## src/rtl/pie_pkg.sv

```systemverilog
package pie_pkg;
  localparam int unsigned DEF_GROUPS = 12;
  localparam int unsigned DEF_SRCS   = 8;
  localparam int unsigned SYNC_DEPTH = 2;
endpackage

```

## src/rtl/pie_rst_sync.sv

```systemverilog
module pie_rst_sync #(
  parameter int unsigned DEPTH = pie_pkg::SYNC_DEPTH
) (
  input  logic clk,
  input  logic rst_n,
  output logic rst_sync_n
);
  logic [DEPTH-1:0] pipe_q;
  logic [DEPTH-1:0] pipe_d;

  always_comb begin
    pipe_d = {pipe_q[DEPTH-2:0], 1'b1};
  end

  always_ff @(posedge clk or negedge rst_n) begin
    if (!rst_n) pipe_q <= '0;
    else        pipe_q <= pipe_d;
  end

  assign rst_sync_n = pipe_q[DEPTH-1];
endmodule

```

## src/rtl/pie_prio_pick.sv

```systemverilog
module pie_prio_pick #(
  parameter int unsigned N  = pie_pkg::DEF_SRCS,
  localparam int unsigned IW = $clog2(N)
) (
  input  logic [N-1:0]  req_vec,
  output logic [IW-1:0] idx,
  output logic          any
);
  // Scan from the lowest-priority end so the lowest index is written last.
  always_comb begin
    idx = '0;
    for (int i = N - 1; i >= 0; i--) begin
      if (req_vec[i]) idx = IW'(i);
    end
  end

  assign any = |req_vec;
endmodule

```

## src/rtl/pie_group.sv

```systemverilog
module pie_group #(
  parameter int unsigned SRCS = pie_pkg::DEF_SRCS,
  localparam int unsigned SW  = $clog2(SRCS)
) (
  input  logic            clk,
  input  logic            rst_n,
  input  logic [SRCS-1:0] pulse,
  input  logic            en_we,
  input  logic [SRCS-1:0] en_data,
  input  logic            ack_w1c,
  input  logic            fetch_hit,
  output logic [SRCS-1:0] flags,
  output logic [SRCS-1:0] enables,
  output logic            ack,
  output logic            req,
  output logic [SW-1:0]   win
);
  logic [SRCS-1:0] flag_q, flag_d, en_q, live, clr_mask, low_mask;
  logic            flag_ce, ack_q, ack_d, ack_ce, req_q, req_d, req_ce;
  logic [SW-1:0]   pick_idx;
  logic            live_any, fwd;

  assign live = flag_q & en_q;

  pie_prio_pick #(.N(SRCS)) u_pick (
    .req_vec (live),
    .idx     (pick_idx),
    .any     (live_any)
  );

  // Fall back to source 0 when nothing is both flagged and enabled.
  assign win = live_any ? pick_idx : '0;
  assign fwd = live_any && !ack_q;

  always_comb begin
    clr_mask = '0;
    if (fetch_hit) clr_mask[win] = 1'b1;
    flag_d  = (flag_q & ~clr_mask) | pulse;
    flag_ce = (|pulse) || fetch_hit;
  end

  always_comb begin
    ack_ce = fwd || ack_w1c;
    ack_d  = fwd ? 1'b1 : 1'b0;
    req_ce = fwd || fetch_hit;
    req_d  = fwd ? 1'b1 : 1'b0;
  end

  always_ff @(posedge clk or negedge rst_n) begin
    if (!rst_n) begin
      flag_q <= '0;
      en_q   <= '0;
      ack_q  <= 1'b0;
      req_q  <= 1'b0;
    end else begin
      if (flag_ce) flag_q <= flag_d;
      if (en_we)   en_q   <= en_data;
      if (ack_ce)  ack_q  <= ack_d;
      if (req_ce)  req_q  <= req_d;
    end
  end

  assign flags   = flag_q;
  assign enables = en_q;
  assign ack     = ack_q;
  assign req     = req_q;

  // ---------------------------------------------------------------------------
  // Assertions
  // ---------------------------------------------------------------------------
  always_comb low_mask = (SRCS'(1) << pick_idx) - SRCS'(1);

  a_r3_rise_needs_live: assert property (@(posedge clk) disable iff (!rst_n)
    $rose(req_q) |-> $past(live_any));
  a_r4_lock_with_req: assert property (@(posedge clk) disable iff (!rst_n)
    $rose(req_q) |-> ack_q);
  a_r4_no_rise_locked: assert property (@(posedge clk) disable iff (!rst_n)
    $rose(req_q) |-> !$past(ack_q));
  a_r5_w1c_clears: assert property (@(posedge clk) disable iff (!rst_n)
    (ack_w1c && !fwd) |=> !ack_q);
  a_r6_req_held: assert property (@(posedge clk) disable iff (!rst_n)
    (req_q && !fetch_hit) |=> req_q);
  a_r7_top_priority: assert property (@(posedge clk) disable iff (!rst_n)
    live_any |-> (live[pick_idx] && ((live & low_mask) == '0)));
  a_r8_fallback_clear: assert property (@(posedge clk) disable iff (!rst_n)
    (fetch_hit && !live_any && !pulse[0]) |=> !flag_q[0]);
  a_r9_clear_winner: assert property (@(posedge clk) disable iff (!rst_n)
    (fetch_hit && live_any && !pulse[pick_idx]) |=> !flag_q[$past(pick_idx)]);
  a_r10_pulse_wins: assert property (@(posedge clk) disable iff (!rst_n)
    (|pulse) |=> ((flag_q & $past(pulse)) == $past(pulse)));
endmodule

```

## src/rtl/grp_irq_expander.sv

```systemverilog
module grp_irq_expander #(
  parameter int unsigned NUM_GROUPS = pie_pkg::DEF_GROUPS,
  parameter int unsigned SRCS       = pie_pkg::DEF_SRCS,
  localparam int unsigned GW = $clog2(NUM_GROUPS),
  localparam int unsigned SW = $clog2(SRCS),
  localparam int unsigned VW = GW + SW,
  localparam int unsigned NL = NUM_GROUPS * SRCS
) (
  input  logic                  clk,
  input  logic                  rst_n,
  input  logic [NL-1:0]         irq_pulse,
  input  logic                  en_we,
  input  logic [GW-1:0]         en_grp,
  input  logic [SRCS-1:0]       en_data,
  input  logic [NUM_GROUPS-1:0] ack_clr,
  input  logic                  fetch_stb,
  input  logic [GW-1:0]         fetch_grp,
  output logic [VW-1:0]         vec_out,
  output logic [NUM_GROUPS-1:0] cpu_irq,
  input  logic [GW-1:0]         rd_grp,
  output logic [SRCS-1:0]       rd_flags,
  output logic [SRCS-1:0]       rd_enables,
  output logic                  rd_ack
);
  logic                  rst_sync_n;
  logic [SRCS-1:0]       flags_a [NUM_GROUPS];
  logic [SRCS-1:0]       ens_a   [NUM_GROUPS];
  logic [SW-1:0]         win_a   [NUM_GROUPS];
  logic [NUM_GROUPS-1:0] ack_v;
  logic [NUM_GROUPS-1:0] fetch_hit;
  logic [NUM_GROUPS-1:0] en_hit;
  logic [SW-1:0]         vec_src;

  pie_rst_sync u_rst (
    .clk        (clk),
    .rst_n      (rst_n),
    .rst_sync_n (rst_sync_n)
  );

  for (genvar g = 0; g < NUM_GROUPS; g++) begin : g_grp
    assign fetch_hit[g] = fetch_stb && (fetch_grp == GW'(g));
    assign en_hit[g]    = en_we && (en_grp == GW'(g));

    pie_group #(.SRCS(SRCS)) u_group (
      .clk       (clk),
      .rst_n     (rst_sync_n),
      .pulse     (irq_pulse[g*SRCS +: SRCS]),
      .en_we     (en_hit[g]),
      .en_data   (en_data),
      .ack_w1c   (ack_clr[g]),
      .fetch_hit (fetch_hit[g]),
      .flags     (flags_a[g]),
      .enables   (ens_a[g]),
      .ack       (ack_v[g]),
      .req       (cpu_irq[g]),
      .win       (win_a[g])
    );
  end

  always_comb begin
    vec_src    = '0;
    rd_flags   = '0;
    rd_enables = '0;
    rd_ack     = 1'b0;
    for (int g = 0; g < NUM_GROUPS; g++) begin
      if (fetch_grp == GW'(g)) vec_src = win_a[g];
      if (rd_grp == GW'(g)) begin
        rd_flags   = flags_a[g];
        rd_enables = ens_a[g];
        rd_ack     = ack_v[g];
      end
    end
  end

  assign vec_out = {fetch_grp, vec_src};

  a_r6_fetch_drops_req: assert property (@(posedge clk) disable iff (!rst_sync_n)
    ((|(fetch_hit & cpu_irq)) && ((fetch_hit & ack_v) == fetch_hit))
      |=> ((cpu_irq & $past(fetch_hit)) == '0));
endmodule

```

## config.mk

```make
export PLATFORM = sky130hd
export DESIGN_NAME = grp_irq_expander
export DESIGN_NICKNAME = d
export VERILOG_FILES = /design/src/rtl/pie_pkg.sv /design/src/rtl/pie_rst_sync.sv /design/src/rtl/pie_prio_pick.sv /design/src/rtl/pie_group.sv /design/src/rtl/grp_irq_expander.sv
export SDC_FILE = /design/constraint.sdc
export NUM_CORES = 1
export LEC_CHECK = 0
export BUFFER_PORTS_ARGS = -buffer_cell sky130_fd_sc_hd__buf_2
export CAP_MARGIN = 5
export CORE_ASPECT_RATIO = 2
export CORE_UTILIZATION = 30
export CTS_CLUSTER_SIZE = 40
export DETAILED_ROUTE_END_ITERATION = 6
export GPL_TIMING_DRIVEN = 0
export HOLD_SLACK_MARGIN = 0.02
export SYNTH_ARGS = -nofsm -noshare
export SYNTH_HDL_FRONTEND = slang
export SYNTH_SLANG_ARGS = --single-unit
```

## constraint.sdc

```tcl
create_clock -name clk -period 17.2 [get_ports clk]
set_input_delay 0.86 -clock clk [delete_from_list [all_inputs] [get_ports clk]]
set_output_delay 0.86 -clock clk [all_outputs]
set_load 0.05 [all_outputs]
```

==> impl_results.md <==
- Post-synthesis instance total: 1,157
- H-tree lvl count: 1
- Max Cap Viol: 0
- Clock-pin transition on the worst setup and hold timing paths: 0.07 ns
- Sequential share of power: 41.3%
- Die height: 284 um
- Sequential area share after synthesis: 45.8%
- Pin count of the biggest net entering global routing: 69
- Drt total wl: 51.0 mm
- Power Internal: 1.05 mW
- Comb pwr share: 25.9%
- Critical-path top delay cell: a2111oi_0
- CTS Buf Count: 22
- Antenna Nets Post-Route: 0
- DR WL/cell: 27.0 um
- Setup repair bufs after CTS: 0
- Yosys reg bits: 218
- CTS Hold Buffers Added: 0
- CP endpoint kind: output port
- Mapped Nets: 1,289
- Post-cts sizing count: 0
- Setup TNS: 0 ns
- Post-Synth Adder-Cell Area: 0%
- Net Sw Power: 575 uW
- Synth top area share: 45.8%
- Fin area: 14,300 um^2
- Drt drc: 0
- Synth cell types: 69
- Post-synthesis xor/xnor area fraction: 0%
- Final period util: 25.8%
- Gpl congestion: 1.00
- GR Overflow Total: 0
- Leakage: 5.62 nW
- Vias: 10,900
- Crit path required time: 16.34 ns
- DR iter-0 viols: 1,002
- Placed inst area: 13,500 um^2
- Pin slew with the least headroom to its limit: 0.969 ns
- IR drop worst, VDD: 0.0816 mV
- Synth Area in Compound Gates: 21.9%
- # IOs: 168
- EDFF count, synth: 0
- Async S/R FF share, synth: 100%
- Die span in x: 143 um
- DR pass1 iterations: 7
- Max Transition Viols Final: 0
- # setup viols final: 0
- Final min period: 4.43 ns
- Multiplexer share of the synthesized area: 12.6%
- Clock skew: 0.0295 ns
- Clk buf depth: 3
- Crit-path max FO: 4
- Commonest cells after routing, fill and taps aside: dfrtp_1 (217), buf_2 (173), nand2_1 (157)
- Vias in the first global route: 11,200
- Post-synth top flop: dfrtp_1
- Power per cell area: 114 nW/um^2
- Crit-path cells: a22oi_1 > nor2_1 > o2111ai_1 > nand4_1 > a2111oi_0 > a21oi_1 > o32a_1 > buf_2
- Layout cells sized above 1: 26.7%
- Status: complete, no violations
- Vias per cell: 5.75
- Main combinational cell family by area after synthesis: compound AO/OA/AOI/OAI gates
- Total core area: 39,300 um^2
- Num Clock Sinks: 218
- Row cnt: 103
- Largest cells by area after synthesis: dfrtp_1 (46%), mux2_2 (9.2%), nand2_1 (4.9%)
- Initial antenna violation count: 0
- Yosys top cell by area: dfrtp_1
- CTS root buffer: clkbuf_16
- HPWL after DPL: 41.0 mm
- Clock Power Share: 32.8%
- Critical path's largest stage delay: 0.63 ns
- Post-layout worst setup margin: 12.77 ns
- CTS tree: done
- Critical Path AT: 3.57 ns
- HP Class: input port to asynchronous set/reset pin
- CP Class: flip-flop to output port
- Initial core utilization: 30.3%
- Latest clock arrival within the worst-skew pair: 0.55 ns
- First-pass GRT wire length: 73.8 mm
- Antenna Cells: 0
- RSZ-0062 raised after global routing: false
- Relative slew slack: 35.4%
- Sw Share: 35.3%
- Dpl ws: 13.04 ns
- NumNets Final: 1,481
- Netlist Area Pre-Place: 11,900 um^2
- Area growth syn-to-layout: 19.7%
- Worst setup SP type: flip-flop
- Final Hold Fails: 0
- Fmax: 226 MHz
- Post-Synth Simple-Gate Area: 16.7%
- Synth Area per Inst: 10.3 um^2
- YS warnings: 0
- Most common cell after layout, fill and taps aside: dfrtp_1
- Die area: 40,600 um^2
- IO buf count: 165
- Global router's overall resource usage: 25.7%
## Yosys cell counts (3+ instances only)
library cell and count:
mux2_2 97, a32o_1 12, a221o_1 6, o41ai_1 9, a221o_2 4, a22oi_1 68
nor3_1 16, o22ai_1 5, mux2i_1 16, a21o_1 67, dfrtp_1 218, nor2_1 54
mux4_2 10, o211ai_1 5, clkbuf_1 23, a22o_1 10, nand2b_1 61, a31oi_1 16
buf_2 8, buf_4 19, a221oi_1 3, nor2b_1 11, a21oi_1 44, nand3_1 42
and2_1 5, inv_1 11, o21ai_0 55, nor3b_1 5, nand4_1 5, buf_6 3
nor4b_4 4, nand3b_1 7, and3b_1 3, a222oi_1 20, nand2_1 157, and3_1 3
a32oi_1 10, a211oi_1 3
## routing by layer
metal	vias to the layer above	GRT usage [%]	wire (um)
met3	207	2.77	2500
li1	4759	-	-
met2	519	47.2	27300
met1	5379	24.0	15600
met5	-	0	0
met4	0	24.3	5540
## cell families (layout without fill, tap and decap cells)
kind of cell / count (synthesis) / after routing
other cells: 1 / 1
flops: 218 / 218
compound gates: 358 / 358
buf+inv: 67 / 275
simple gates: 389 / 389
mux: 124 / 124
## power by group through the flow
stage	combinational (mW)	sequential [mW]	clock (mW)
global placement	0.401	0.687	0
global route	0.454	0.677	0.559
floorplan	0.297	0.637	0
finish	0.422	0.673	0.533
CTS	0.419	0.670	0.545
detailed placement	0.417	0.679	0
## metrics by stage
step,hold WS (ns),cells,utilization [%],power [mW]
after floorplan,0.331,1157,-,0.934
after global placement,0.337,1847,34.1,1.09
after detailed placement,0.223,1850,34.3,1.10
after CTS,0.0862,1890,36.3,1.63
after global routing,0.100,1890,36.3,1.69
final,0.109,1890,36.3,1.63
## sequential cells by signal (all words and copies together) (netlist names)
register,count
g_grp.u_group.flags,96
g_grp.u_group.req,12
g_grp.u_group.ack,12
u_rst.pipe_q,2
g_grp.u_group.enables,96
## worst paths after layout
| check | start | end | slack, ns | depth (start not counted) |
|---|---|---|---|---|
| setup / recovery | g_grp[6].u_group.flags[7] | vec_out[1] | 12.77 | 8 |
| hold / removal | rst_n | u_rst.pipe_q[1] | 0.11 | 1 |
| setup reg to reg | g_grp[10].u_group.enables[6] | g_grp[10].u_group.flags[2] | 14.96 | 6 |
| hold reg to reg | u_rst.pipe_q[1] | g_grp[3].u_group.req | 0.22 | 0 |
| max in group asynchronous | u_rst.pipe_q[1] | g_grp[10].u_group.enables[4] | 15.95 | 2 |
| min in group clk | u_rst.pipe_q[0] | u_rst.pipe_q[1] | 0.35 | 0 |
## critical path, delay by kind of cell, from the launching register on
family / cells / cell delay (ns)
AOI/OAI and AO/OA: 5 / 1.91
DFF: 1 / 0.51
and+or+nand+nor: 2 / 0.39
buffers and inverters: 1 / 0.22
## area by class of cell
cell class / count / area (um^2)
fill: 4009 / 25000
multi-input combinational: 872 / 6110
timing repair buffer: 168 / 908
clock inverter: 11 / 159
clock buffer: 29 / 618
inverter: 12 / 47.5
buffer: 55 / 310
sequential: 218 / 5460
tap: 525 / 657
Power figures use the tool's default switching activity.
